--- config.mk ---
export PLATFORM = sky130hd
export DESIGN_NAME = hostcmd_frame_asm
export DESIGN_NICKNAME = d
export VERILOG_FILES = /design/src/rtl/hcf_pkg.sv /design/src/rtl/hcf_frame_buf.sv /design/src/rtl/hcf_cmd_dec.sv /design/src/rtl/hcf_status.sv /design/src/rtl/hostcmd_frame_asm.sv
export SDC_FILE = /design/constraint.sdc
export NUM_CORES = 1
export LEC_CHECK = 0
export ABC_AREA = 1
export ABC_CLOCK_PERIOD_IN_PS = 2900
export BUFFER_PORTS_ARGS = -buffer_cell sky130_fd_sc_hd__buf_2
export CAP_MARGIN = 20
export CORE_MARGIN = 1.5
export CORE_UTILIZATION = 45
export CTS_CLUSTER_DIAMETER = 40
export DETAILED_ROUTE_END_ITERATION = 8
export GPL_ROUTABILITY_DRIVEN = 0
export HOLD_SLACK_MARGIN = 0.06
export SLEW_MARGIN = 20
export SYNTH_ARGS = -nofsm -noshare
export SYNTH_HDL_FRONTEND = slang
export SYNTH_SLANG_ARGS = --single-unit
--- constraint.sdc ---
create_clock -name clk -period 2.9 [get_ports clk]
set_input_delay 0.435 -clock clk [delete_from_list [all_inputs] [get_ports clk]]
set_output_delay 0.435 -clock clk [all_outputs]
set_load 0.02 [all_outputs]
--- src/rtl/hcf_pkg.sv ---
package hcf_pkg;
  localparam int BYTE_W  = 8;
  localparam int IDX_W   = 6;
  localparam int MIN_END = 7;
  localparam int MAX_IDX = 62;

  typedef enum logic [3:0] {
    K_RESET, K_STATE, K_MON, K_ACK, K_START, K_CONT, K_END, K_POLL, K_BAD
  } cmd_kind_e;

  typedef enum logic [2:0] {
    D_CMD, D_CTRL, D_DATA, D_SUM, D_PHI, D_PLO, D_PST, D_SKIP
  } dec_st_e;

  // sort a host control byte into its command class
  function automatic cmd_kind_e classify(input logic [7:0] b);
    cmd_kind_e k;
    if (b == 8'h01)                                       k = K_RESET;
    else if (b == 8'h02)                                  k = K_STATE;
    else if (b == 8'h05)                                  k = K_MON;
    else if (b[7:3] == 5'b00010)                          k = K_ACK;
    else if (b == 8'h80)                                  k = K_START;
    else if (b[7:6] == 2'b10 && int'(b[5:0]) <= MAX_IDX)  k = K_CONT;
    else if (b[7:6] == 2'b01 && int'(b[5:0]) >= MIN_END)  k = K_END;
    else if (b[7:4] == 4'hE)                              k = K_POLL;
    else                                                  k = K_BAD;
    return k;
  endfunction

  // flags are {slave collision, receive, transmit, protocol}
  function automatic logic [7:0] pack_status(input logic [3:0] f, input logic tw);
    return {f, tw, 3'b111};
  endfunction

  function automatic logic csum_ok(input logic [7:0] acc, input logic [7:0] chk);
    return (acc ^ chk) == 8'hFF;
  endfunction
endpackage

--- src/rtl/hcf_frame_buf.sv ---
module hcf_frame_buf #(
  parameter int DEPTH = 64,
  parameter int W     = 8,
  localparam int AW   = $clog2(DEPTH)
) (
  input  logic          clk,
  input  logic          wr_en,
  input  logic [AW-1:0] wr_addr,
  input  logic [W-1:0]  wr_data,
  input  logic [AW-1:0] rd_addr,
  output logic [W-1:0]  rd_data
);
  logic [W-1:0] mem [DEPTH];

  always_ff @(posedge clk) begin
    if (wr_en) mem[wr_addr] <= wr_data;
  end

  assign rd_data = mem[rd_addr];
endmodule

--- src/rtl/hcf_cmd_dec.sv ---
module hcf_cmd_dec
  import hcf_pkg::*;
#(
  parameter int AW = 6
) (
  input  logic          clk,
  input  logic          rst_n,
  input  logic [7:0]    rx_byte,
  input  logic          rx_valid,
  input  logic          rx_perr,
  input  logic          frame_busy,
  output logic          buf_we,
  output logic [AW-1:0] buf_waddr,
  output logic [7:0]    buf_wdata,
  output logic          ev_pe,
  output logic          ev_re,
  output logic          ev_sreq,
  output logic          ev_rst,
  output logic          rel,
  output logic [AW-1:0] rel_len,
  output logic          mon_mode,
  output logic          ack_valid,
  output logic [2:0]    ack_flags,
  output logic          poll_valid,
  output logic [3:0]    poll_slot,
  output logic [15:0]   poll_addr,
  output logic [7:0]    poll_state
);
  dec_st_e       st;
  logic          open_q;
  logic [AW-1:0] nxt_idx, cur_idx;
  logic [7:0]    acc;
  cmd_kind_e     kind;
  logic [AW-1:0] idx_f;
  logic          seq_bad;

  assign kind      = classify(rx_byte);
  assign idx_f     = rx_byte[AW-1:0];
  assign seq_bad   = frame_busy || !open_q || (idx_f != nxt_idx);
  assign buf_wdata = rx_byte;
  assign rel_len   = nxt_idx;

  always_comb begin
    ev_pe = 1'b0; ev_re = 1'b0; ev_sreq = 1'b0; ev_rst = 1'b0;
    buf_we = 1'b0; buf_waddr = cur_idx; rel = 1'b0;
    if (rx_valid) begin
      if (rx_perr) ev_re = 1'b1;
      else begin
        case (st)
          D_CMD: begin
            case (kind)
              K_RESET: ev_rst  = 1'b1;
              K_STATE: ev_sreq = 1'b1;
              K_BAD:   ev_pe   = 1'b1;
              K_START: ev_pe   = frame_busy;
              K_CONT:  ev_pe   = seq_bad;
              K_END:   ev_pe   = seq_bad;
              default: ;
            endcase
          end
          D_CTRL: begin buf_we = 1'b1; buf_waddr = '0; end
          D_DATA: buf_we = 1'b1;
          D_SUM: begin
            if (csum_ok(acc, rx_byte)) rel = 1'b1;
            else                       ev_re = 1'b1;
          end
          default: ;
        endcase
      end
    end
  end

  always_ff @(posedge clk or negedge rst_n) begin
    if (!rst_n) begin
      st <= D_CMD; open_q <= 1'b0; nxt_idx <= '0; cur_idx <= '0; acc <= '0;
      mon_mode <= 1'b0; ack_valid <= 1'b0; ack_flags <= '0;
      poll_valid <= 1'b0; poll_slot <= '0; poll_addr <= '0; poll_state <= '0;
    end else begin
      ack_valid  <= 1'b0;
      poll_valid <= 1'b0;
      if (rx_valid) begin
        if (rx_perr) begin
          st <= D_CMD; open_q <= 1'b0;
        end else begin
          case (st)
            D_CMD: begin
              case (kind)
                K_RESET: begin mon_mode <= 1'b0; open_q <= 1'b0; end
                K_MON:   mon_mode <= 1'b1;
                K_ACK:   begin ack_valid <= 1'b1; ack_flags <= rx_byte[2:0]; end
                K_START: begin
                  open_q <= 1'b0;
                  st <= frame_busy ? D_SKIP : D_CTRL;
                end
                K_CONT: begin
                  if (seq_bad) begin st <= D_SKIP; open_q <= 1'b0; end
                  else begin st <= D_DATA; cur_idx <= idx_f; end
                end
                K_END: begin
                  if (seq_bad) begin st <= D_SKIP; open_q <= 1'b0; end
                  else st <= D_SUM;
                end
                K_POLL: begin poll_slot <= rx_byte[3:0]; st <= D_PHI; end
                default: ;
              endcase
            end
            D_CTRL: begin
              acc <= rx_byte; nxt_idx <= AW'(1); open_q <= 1'b1; st <= D_CMD;
            end
            D_DATA: begin
              acc <= acc ^ rx_byte; nxt_idx <= nxt_idx + AW'(1); st <= D_CMD;
            end
            D_SUM:  begin open_q <= 1'b0; st <= D_CMD; end
            D_PHI:  begin poll_addr[15:8] <= rx_byte; st <= D_PLO; end
            D_PLO:  begin poll_addr[7:0]  <= rx_byte; st <= D_PST; end
            D_PST:  begin poll_state <= rx_byte; poll_valid <= 1'b1; st <= D_CMD; end
            default: st <= D_CMD;
          endcase
        end
      end
    end
  end
endmodule

--- src/rtl/hcf_status.sv ---
module hcf_status
  import hcf_pkg::*;
(
  input  logic       clk,
  input  logic       rst_n,
  input  logic       ev_pe,
  input  logic       ev_re,
  input  logic       ev_sc,
  input  logic       ev_te,
  input  logic       ev_sreq,
  input  logic       ev_rst,
  input  logic       tw,
  input  logic       tx_ready,
  output logic       tx_valid,
  output logic [7:0] tx_byte,
  output logic       pend
);
  logic [3:0] flags, rep, new_f, content;
  logic       trig, load, accept;

  assign new_f   = {ev_sc, ev_re, ev_te, ev_pe};
  assign trig    = (|new_f) | ev_sreq;
  assign load    = pend && !tx_valid;
  assign accept  = tx_valid && tx_ready;
  assign content = flags | new_f;

  always_ff @(posedge clk or negedge rst_n) begin
    if (!rst_n) begin
      flags <= '0; rep <= '0; pend <= 1'b0; tx_valid <= 1'b0; tx_byte <= '0;
    end else if (ev_rst) begin
      flags <= '0; pend <= 1'b0;
      if (accept) tx_valid <= 1'b0;
    end else begin
      flags <= (accept ? (flags & ~rep) : flags) | new_f;
      pend  <= load ? 1'b0 : (pend | trig);
      if (load) begin
        tx_valid <= 1'b1;
        tx_byte  <= pack_status(content, tw);
        rep      <= content;
      end else if (accept) begin
        tx_valid <= 1'b0;
      end
    end
  end
endmodule

--- src/rtl/hostcmd_frame_asm.sv ---
module hostcmd_frame_asm
  import hcf_pkg::*;
#(
  parameter int BUF_DEPTH = 64,
  localparam int AW = $clog2(BUF_DEPTH)
) (
  input  logic          clk,
  input  logic          rst_n,
  input  logic [7:0]    rx_byte,
  input  logic          rx_valid,
  input  logic          rx_perr,
  output logic [7:0]    tx_byte,
  output logic          tx_valid,
  input  logic          tx_ready,
  output logic          frm_valid,
  output logic [AW-1:0] frm_len,
  input  logic [AW-1:0] frm_rd_addr,
  output logic [7:0]    frm_rd_data,
  input  logic          frm_done,
  output logic          mon_mode,
  output logic          ack_valid,
  output logic [2:0]    ack_flags,
  output logic          poll_valid,
  output logic [3:0]    poll_slot,
  output logic [15:0]   poll_addr,
  output logic [7:0]    poll_state,
  input  logic          sc_evt,
  input  logic          te_evt,
  input  logic          temp_warn
);
  logic          buf_we;
  logic [AW-1:0] buf_waddr;
  logic [7:0]    buf_wdata;
  logic          ev_pe, ev_re, ev_sreq, ev_rst, rel_frame, stat_pend;
  logic [AW-1:0] rel_len;

  hcf_cmd_dec #(.AW(AW)) u_dec (
    .clk, .rst_n, .rx_byte, .rx_valid, .rx_perr,
    .frame_busy(frm_valid),
    .buf_we, .buf_waddr, .buf_wdata,
    .ev_pe, .ev_re, .ev_sreq, .ev_rst,
    .rel(rel_frame), .rel_len,
    .mon_mode, .ack_valid, .ack_flags,
    .poll_valid, .poll_slot, .poll_addr, .poll_state
  );

  hcf_frame_buf #(.DEPTH(BUF_DEPTH), .W(BYTE_W)) u_buf (
    .clk, .wr_en(buf_we), .wr_addr(buf_waddr), .wr_data(buf_wdata),
    .rd_addr(frm_rd_addr), .rd_data(frm_rd_data)
  );

  hcf_status u_stat (
    .clk, .rst_n, .ev_pe, .ev_re, .ev_sc(sc_evt), .ev_te(te_evt),
    .ev_sreq, .ev_rst, .tw(temp_warn), .tx_ready,
    .tx_valid, .tx_byte, .pend(stat_pend)
  );

  always_ff @(posedge clk or negedge rst_n) begin
    if (!rst_n) begin
      frm_valid <= 1'b0; frm_len <= '0;
    end else if (ev_rst) begin
      frm_valid <= 1'b0;
    end else if (rel_frame) begin
      frm_valid <= 1'b1; frm_len <= rel_len;
    end else if (frm_done) begin
      frm_valid <= 1'b0;
    end
  end
endmodule

== Yosys cells after proc, flatten, opt, wreduce, memory -nomap -nowiden ==
Memories as Yosys holds them, arrays and structs flattened.
Cells that the tools add are included.

* Register bits after elaboration: 83
* Input bits: 23
* Output and inout bits: 58
* RAM bits: 512
* Memories kept: 1
* Word-level logic and storage cells: 157

* Reduce and logical (&&, ||, !) cells: 30
* Multiplexer cells: 66
* Equality and inequality tests: 27
* $add $sub $neg: 1
* Bitwise operators: 10
* Magnitude comparators: 2

{| class="wikitable"
|+ Memory list
! memory !! words !! bits a word !! read ports !! clocked after memory_dff !! write ports !! RTL line !! text
|-
| u_buf.mem || 64 || 8 || 1 || 0 || 1 || hcf_frame_buf.sv:13 || <nowiki>logic [W-1:0] mem [DEPTH];</nowiki>
|}

{| class="wikitable"
|+ Operators with widths
! cell !! number
|-
| two-way mux 1 bit || 41
|-
| two-way mux 4 bit || 10
|-
| two-way mux 6 bit || 3
|-
| equality test 4 x 3 -> 1 bit (second input constant) || 4
|-
| equality test 8 bit (second input constant) || 2
|-
| case mux 8 bit (2 select lines) || 1
|-
| AND reduction 4 bit || 4
|-
| two-way mux 3 bit || 4
|-
| case mux 3 bit (4 select lines) || 1
|-
| case mux 6 bit (2 select lines) || 1
|-
| AND reduction 3 bit || 4
|-
| equality test 3 bit (second input constant) || 3
|-
| case mux 3 bit (3 select lines) || 1
|-
| equality test 4 x 2 -> 1 bit (second input constant) || 2
|-
| equality test 4 bit (second input constant) || 2
|-
| equality test 8 x 1 -> 1 bit (second input constant) || 1
|-
| equality test 8 x 2 -> 1 bit (second input constant) || 1
|-
| equality test 8 x 3 -> 1 bit (second input constant) || 1
|-
| bitwise OR 4 bit || 2
|-
| XOR 8 bit || 1
|-
| adder 6 x 1 -> 6 bit (second input constant) || 1
|-
| equality test 3 x 2 -> 1 bit (second input constant) || 2
|-
| >= comparator 6 x 3 -> 1 bit (second input constant) || 1
|-
| <= comparator 6 bit (second input constant) || 1
|-
| 27 further kinds || 42
|}

== Longest topological paths before layout ==
Gate-level depths: netlist of the first run.

* Depth after elaboration: 20
* Mapped depth: 15
* Gate-level depth less buffers: 14

== Modules after synthesis ==
From an unflattened synthesis of the first run, not the netlist that was laid out.

* Cell total of the unflattened synthesis: 2283
* Area, all modules: 25037.8 sq um

{| class="wikitable"
|+ Modules (own cells, without submodules)
! module !! seq. area each (sq um) !! times used !! area each (sq um) !! cells each
|-
| hcf_frame_buf || 15374.7 || 1 || 21149.0 || 1814
|-
| hcf_cmd_dec || 1451.4 || 1 || 3066.7 || 369
|-
| hcf_status || 300.3 || 1 || 545.5 || 70
|-
| hostcmd_frame_asm || 175.2 || 1 || 276.5 || 30
|}

== Worst setup path after synthesis of the first run ==
No wires, ideal clock.

* Kind: reg-to-reg
* From: reg u_dec.st[2]
* To: mem u_buf.mem[34][0] (enable)
* Data required time: 2.517 ns
* Arrival: 1.978 ns
* Cell stages (with the launch flop): 10
* Library setup time: 0.383 ns
* Path slack: 0.539 ns
* Clock period less this slack: 2.361 ns
* Buffers on the path: 2
* Cell sequence: dfrtp_1 buf_2 inv_2 nand2_1 nor3_4 inv_2 o21ai_2 buf_6 nand3_2 nor3_1

* Cells in the longest elaborated chain, start to end: 7
* Elaborated cells on any way between the ends: 11
* Classes of those cells: 2 x eq/ne; 8 x mux; 1 x reduce/logical

{| class="wikitable"
|+ Ends and longest elaborated chain
! what !! RTL line !! text
|-
| from (decl) || hcf_cmd_dec.sv:29 || <nowiki>dec_st_e st;</nowiki>
|-
| from (signal assigned) || hcf_cmd_dec.sv:93 || <nowiki>st <= frame_busy ? D_SKIP : D_CTRL;</nowiki>
|-
| equality test 3 x 1 -> 1 bit / equality test 3 x 2 -> 1 bit (equally long branches) || hcf_cmd_dec.sv:49 || <nowiki>case (st)</nowiki>
|-
| OR reduction 2 bit (no line) || n/a ||
|-
| two-way mux 1 bit || hcf_cmd_dec.sv:49 ||
|-
| two-way mux 1 bit || hcf_cmd_dec.sv:47 || <nowiki>if (rx_perr) ev_re = 1'b1;</nowiki>
|-
| two-way mux 1 bit || hcf_cmd_dec.sv:46 || <nowiki>if (rx_valid) begin</nowiki>
|-
| two-way mux 1 bit || hcf_frame_buf.sv:16 || <nowiki>if (wr_en) mem[wr_addr] <= wr_data;</nowiki>
|-
| two-way mux 1 bit (not written as such) || hcf_frame_buf.sv:16 ||
|-
| to (decl) || hcf_frame_buf.sv:13 ||
|}

Several ways; a longest one is shown, not always the timed one.

== Final worst setup path of the first run ==
* From: in frm_rd_addr[0]
* To: out frm_rd_data[6]

* Cells in the longest elaborated chain, start to end: 1

{| class="wikitable"
|+ Ends and longest elaborated chain
! what !! RTL line !! text
|-
| from (decl) || hostcmd_frame_asm.sv:17 || <nowiki>input logic [AW-1:0] frm_rd_addr,</nowiki>
|-
| memory (64 x 8 bit) || n/a ||
|-
| to (decl) || hostcmd_frame_asm.sv:18 || <nowiki>output logic [7:0] frm_rd_data,</nowiki>
|}

Every way passes these cells.

==> flow_summary.json, run 1 <==
{
  "post_drt_via_cell_ratio": 5.68,
  "slowest_stage": "o221ai_1",
  "filler_cell_count": 4398,
  "worstSetupStartpointType": "input pin",
  "wirelength_um": 66700,
  "status": "complete, but fails checks",
  "final_common_cell": "edfxtp_1",
  "first_pass_iters": 7,
  "post-route-drc-count": 3,
  "cts_root_buffer": "clkbuf_16",
  "antenna_left": 0,
  "violations": "design-rule violations",
  "drt-initial-drc-count": 1974,
  "hp-class": "input pin to flip-flop",
  "die_area_mm2": 0.0549,
  "swShare_pct": 25.4,
  "grt_pass1_wl_um": 99800,
  "period_share_pct": 99.2,
  "syn_nets": 2021,
  "fin_tns_setup_ns": 0,
  "maxCapViolCount": 0,
  "most-common-layout-cells": "edfxtp_1, nor2_1, o21ai_0",
  "worst_slew_margin_rel_pct": 35.1,
  "wl_per_cell_um": 22.5,
  "clockPowerShare_pct": 46.3,
  "synth_edf_count": 512,
  "area_delta_synth_final_pct": 21.2,
  "intPower_mw": 16.5,
  "r2r_cells": 9,
  "postCtsSetupBuffers": 0,
  "fin_crit_ns": 2.88,
  "synth-seq-cells": 589,
  "p_seq_share_pct": 44.0,
  "cts_buffer_depth": 3,
  "final_nets": 2225,
  "die_x_um": 234,
  "multi_input_area_mm2": 0.00604,
  "path_max_fanout": 20,
  "synth_area_mm2": 0.0241,
  "async_reset_ff_share_pct": 13.1,
  "syn_inst": 1997,
  "start_util_pct": 45.6,
  "die_h_um": 234,
  "core_mm2": 0.0528,
  "placed_cell_area_mm2": 0.0262,
  "drive_gt1_share_pct": 19.1,
  "ir_drop_mv": 0.576,
  "worst_pin_slew_ns": 0.973,
  "grt_pass1_vias": 16400,
  "p_comb_share_pct": 9.7,
  "routed-via-count": 16800,
  "avgSynthCellArea_um2": 12.1,
  "cellLeakagePower_nw": 10.4,
  "rsz0062_at_grt": "yes",
  "clk_pin_slew_ns": 0.05,
  "power_switching_mw": 5.62,
  "ys_seq_area_share_pct": 71.8,
  "fin_area_mm2": 0.0292,
  "htree_levels": 3,
  "arrival_ns": 2.44,
  "worstHoldPathCells": 4,
  "end_kind": "primary output",
  "rows": 84,
  "track_usage_pct": 24.6,
  "port_buffers": 80,
  "powerDensity_mw_per_mm2": 758,
  "cts_buffers": 86,
  "grt-ovfl-total": 0,
  "critPathKind": "input pin to primary output",
  "power_mw": 22.1,
  "ios": 81,
  "clock_sinks": 589,
  "cts_tree": "done",
  "finalMaxSlewViolations": 0,
  "critPathMaxStageDelay_ns": 0.38,
  "ys_warn_count": 0,
  "ys.flop_type": "edfxtp_1",
  "path_cells": "buf_6 > inv_6 > buf_12 > buf_4 > o21ai_0 > o22ai_1 > nor2_1 > o221ai_1 > nand3_1 > nand2_1 > buf_2",
  "antenna_found_initial": 1,
  "clk_latency_ns": 0.63,
  "clock.fmax_ghz": 0.348,
  "dp_hpwl_um": 41100,
  "crit_required_ns": 2.47,
  "netlist-cell-type-count": 42,
  "fin_skew_ns": 0.0261,
  "grt_max_degree": 78,
  "hold_viol_final": 0,
  "setup_viol": 0,
  "antenna_cells": 0,
  "register_area_mm2": 0.0173
}
[critical path: cells and delay by family]
kind	cells	cell delay [ns]
compound gates	3	0.75
simple gates	3	0.37
buf+inv	5	0.83
[power groups by stage]
stage	sequential (mW)	clock, mW	combinational (mW)
finish	9.73	10.3	2.14
detailed placement	9.90	0	2.11
CTS	9.73	10.4	2.13
global placement	9.88	0	2.07
global route	9.76	10.7	2.35
floorplan	10.1	0	1.04
[per-layer routing]
layer  wire length (µm)  share of wire, %  GRT usage (%)  vias to the layer above
met2              31500                47           39.3                      654
met5                  0                 0              0                        -
met1              28800                43           34.4                     8362
li1                   -                 -              -                     7710
met4               1460               2.2           7.86                        0
met3               4900               7.3           4.24                       99
[metrics by stage]
step           std cells  hold WS (ns)  setup slack (ns)  util [%]
5_1_grt             2961         0.132           -0.0410      55.3
4_1_cts             2960        0.0712           0.00228      55.2
3_3_place_gp        2795         0.463           -0.0134      49.6
2_1_floorplan       1997         0.139             0.539         -
6_report            2961        0.0926            0.0245      55.3
3_5_place_dp        2795         0.479           -0.0201      49.6
[cells in the mapped netlist, types with 2 or more instances]
| master | n | area share (%) |
|---|---|---|
| buf_1 | 3 | 0.047 |
| a31oi_1 | 3 | 0.078 |
| dfrtp_1 | 77 | 8.0 |
| a211oi_1 | 2 | 0.062 |
| or2_0 | 3 | 0.078 |
| xor2_1 | 16 | 0.58 |
| buf_2 | 34 | 0.71 |
| a21oi_1 | 27 | 0.56 |
| o22ai_1 | 128 | 3.3 |
| o21ai_2 | 7 | 0.25 |
| nor2_2 | 6 | 0.16 |
| edfxtp_1 | 512 | 64 |
| buf_4 | 6 | 0.19 |
| o21ai_0 | 337 | 7.0 |
| nand2_2 | 3 | 0.078 |
| nand2_1 | 135 | 2.1 |
| nand4_1 | 12 | 0.31 |
| o221ai_1 | 13 | 0.47 |
| nor2_4 | 2 | 0.094 |
| nand3_1 | 25 | 0.52 |
| inv_2 | 14 | 0.22 |
| o21bai_1 | 12 | 0.37 |
| o211ai_1 | 20 | 0.62 |
| nor2_1 | 409 | 6.4 |
| o21ai_1 | 20 | 0.42 |
| xnor2_1 | 4 | 0.15 |
| nor3_1 | 19 | 0.39 |
| a21boi_0 | 2 | 0.062 |
| inv_1 | 48 | 0.75 |
| nand3_2 | 10 | 0.42 |
| clkbuf_1 | 75 | 1.2 |
| buf_6 | 3 | 0.14 |
[timing repair]
action / CTS / global route
endpoints found under the hold margin: 81 / 0
gates cloned: 0 / 1
endpoints found under the setup margin: 1 / 35
hold buffers: 5 / 0
pin swaps: 0 / 1
gates resized for setup: 1 / 15
[registers in the layout (all words and copies together) (netlist names)]
name	cells
frm_len	6
frm_valid	1
u_buf.mem	512
u_dec.acc	8
u_dec.ack_flags	3
u_dec.ack_valid	1
u_dec.cur_idx	6
u_dec.mon_mode	1
u_dec.open_q	1
u_dec.poll_addr	16
u_dec.poll_slot	4
u_dec.poll_state	8
u_dec.poll_valid	1
u_dec.rel_len	6
u_dec.st	3
u_stat.flags	4
u_stat.pend	1
u_stat.rep	4
u_stat.tx_byte	2
u_stat.tx_valid	1
[final timing paths]
kind	start	endpoint	slack [ns]
max	frm_rd_addr[0]	frm_rd_data[6]	0.02
min	frm_done	frm_valid$_DFFE_PN0P_	0.09
max reg2reg	u_dec.st[0]$_DFFE_PN0P_	u_buf.mem[9][6]$_DFFE_PP_	0.25
min reg2reg	frm_len[2]$_DFFE_PN0P_	frm_len[2]$_DFFE_PN0P_	0.49
max in group asynchronous	rst_n	u_dec.poll_state[1]$_DFFE_PN0P_	1.76
min in group asynchronous	rst_n	u_dec.rel_len[5]$_DFFE_PN0P_	0.53
[layout make-up]
cell class	instances	share of cell area (%)
Clock inverter	61	1.94
Clock buffer	99	7.94
Inverter	62	0.819
Sequential cell	589	59.3
Tap cell	688	2.95
Timing Repair Buffer	238	6.41
Multi-Input combinational cell	1224	20.7
[cell families (layout without fill, tap and decap cells)]
kind of cell / Yosys count / in the layout / synth area share, %
xor+xnor: 20 / 20 / 0.727
flops: 589 / 589 / 71.8
buf+inv: 184 / 460 / 3.24
fa+ha+maj: 1 / 1 / 0.0519
mux: 1 / 1 / 0.0468
compound gates: 571 / 571 / 13.2
simple gates: 631 / 631 / 10.9
Power figures use the tool's default switching activity.
==> run 2: changes to the inputs <==
Settings changed: ABC_CLOCK_PERIOD_IN_PS 2900 to 3500.
Clock period 2.9 ns to 3.5 ns, I/O delays scaled along.
==> flow_summary.json, run 2 (same netlist as run 1, synthesis figures left out) <==
{
  "clock.fmax_ghz": 0.302,
  "setup_viol": 0,
  "critPathKind": "input pin to primary output",
  "grt_pass1_vias": 16300,
  "maxCapViolCount": 0,
  "die_area_mm2": 0.0549,
  "track_usage_pct": 23.9,
  "status": "complete, no violations",
  "wirelength_um": 64600,
  "clk_latency_ns": 0.61,
  "hp-class": "input pin to flip-flop",
  "slowest_stage": "o221ai_1",
  "first_pass_iters": 7,
  "cts_buffers": 86,
  "grt-ovfl-total": 0,
  "rows": 84,
  "grt_max_degree": 85,
  "postCtsSetupBuffers": 0,
  "die_x_um": 234,
  "fin_area_mm2": 0.0288,
  "core_mm2": 0.0528,
  "ir_drop_mv": 0.461,
  "port_buffers": 80,
  "start_util_pct": 45.6,
  "ios": 81,
  "dp_hpwl_um": 39700,
  "antenna_cells": 0,
  "antenna_left": 0,
  "antenna_found_initial": 0,
  "placed_cell_area_mm2": 0.0258,
  "period_share_pct": 94.6,
  "fin_tns_setup_ns": 0,
  "area_delta_synth_final_pct": 19.5,
  "cts_resized": 0,
  "filler_cell_count": 4421,
  "cellLeakagePower_nw": 10.2,
  "cts_hold_buf": 0,
  "cts_root_buffer": "clkbuf_16",
  "most-common-layout-cells": "edfxtp_1, nor2_1, o21ai_0",
  "worstSetupStartpointType": "input pin",
  "drt-initial-drc-count": 1519,
  "drive_gt1_share_pct": 17.5,
  "wl_per_cell_um": 22.2,
  "fin_crit_ns": 3.31,
  "post-route-drc-count": 0,
  "arrival_ns": 2.78,
  "critPathMaxStageDelay_ns": 0.53,
  "crit_required_ns": 2.97,
  "top_register": "u_buf.mem",
  "end_kind": "primary output",
  "final_nets": 2183,
  "hold_ws_ns": 0.117,
  "hold_viol_final": 0,
  "finalMaxSlewViolations": 0,
  "clk_pin_slew_ns": 0.05,
  "cts_buffer_depth": 3,
  "die_h_um": 234,
  "cp_top_family": "buffers and inverters",
  "cts_tree": "done",
  "layout_setup_ws_ns": 0.190,
  "routed-via-count": 16600,
  "final_common_cell": "edfxtp_1",
  "rsz0062_at_grt": "no",
  "path_max_fanout": 53,
  "worst_pin_slew_ns": 0.997,
  "clock_sinks": 589,
  "htree_levels": 3,
  "grt_pass1_wl_um": 98200,
  "worst_slew_margin_rel_pct": 33.3,
  "reg.largest.list": "u_buf.mem (512), u_dec.poll_addr (16)",
  "pre_cts_ws_ns": 0.288,
  "powerDensity_mw_per_mm2": 640,
  "largest_reg_flops": 512,
  "post_drt_via_cell_ratio": 5.71,
  "path_cells": "buf_6 > inv_6 > buf_12 > buf_4 > o21ai_0 > o22ai_1 > o21ai_1 > o221ai_1 > nand3_1 > nand2_1 > buf_2",
  "power_mw": 18.4,
  "crit_buf_inv": 5,
  "fin_skew_ns": 0.0175
}
run 2: worst paths after layout:
check	endpoint	cells past startpoint	slack, ns	start
max	frm_rd_data[3]	11	0.19	frm_rd_addr[0]
min	u_stat.tx_valid$_DFF_PN0_	2	0.12	tx_ready
max reg2reg	u_buf.mem[5][7]$_DFFE_PP_	10	0.74	u_dec.st[1]$_DFFE_PN0P_
min reg2reg	u_dec.poll_addr[10]$_DFFE_PN0P_	2	0.48	u_dec.poll_addr[10]$_DFFE_PN0P_
max in group asynchronous	u_dec.cur_idx[0]$_DFFE_PN0P_	3	2.50	rst_n
min in group asynchronous	u_dec.ack_flags[2]$_DFFE_PN0P_	2	0.41	rst_n
run 2: worst register-to-register path: cells and delay by family, from the launching register on:
kind                   cells  cell delay (ns)
and+or+nand+nor            4             0.85
AOI/OAI and AO/OA          1             0.51
buffers and inverters      5             0.70
DFF                        1             0.39
run 2: layout make-up:
| type | instances | area, µm² | share of cell area (%) |
|---|---|---|---|
| clock buffer | 94 | 2220 | 7.73 |
| clock inverter | 64 | 691 | 2.40 |
| inverter | 62 | 239 | 0.831 |
| multi-input combinational | 1224 | 6000 | 20.9 |
| sequential | 589 | 17300 | 60.1 |
| tap | 688 | 861 | 2.99 |
| timing repair buffer | 196 | 1450 | 5.04 |
run 2: power breakdown:
| group | total, mW | internal [mW] | switching (mW) |
|---|---|---|---|
| clock | 8.64 | 5.31 | 3.33 |
| combinational | 1.71 | 0.538 | 1.18 |
| sequential | 8.06 | 7.89 | 0.170 |
run 2: through the flow:
| step | util (%) | cells |
|---|---|---|
| global placement | 48.9 | 2756 |
| floorplan | - | 1997 |
| CTS | 54.5 | 2914 |
| detailed placement | 48.9 | 2756 |
| global route | 54.5 | 2917 |
| finish | 54.5 | 2917 |
run 2: metal layers:
metal	part of all wire [%]	GRT usage [%]
met3	7.9	4.61
met4	2.6	8.28
met2	47	38.4
met5	0	0
met1	42	32.7
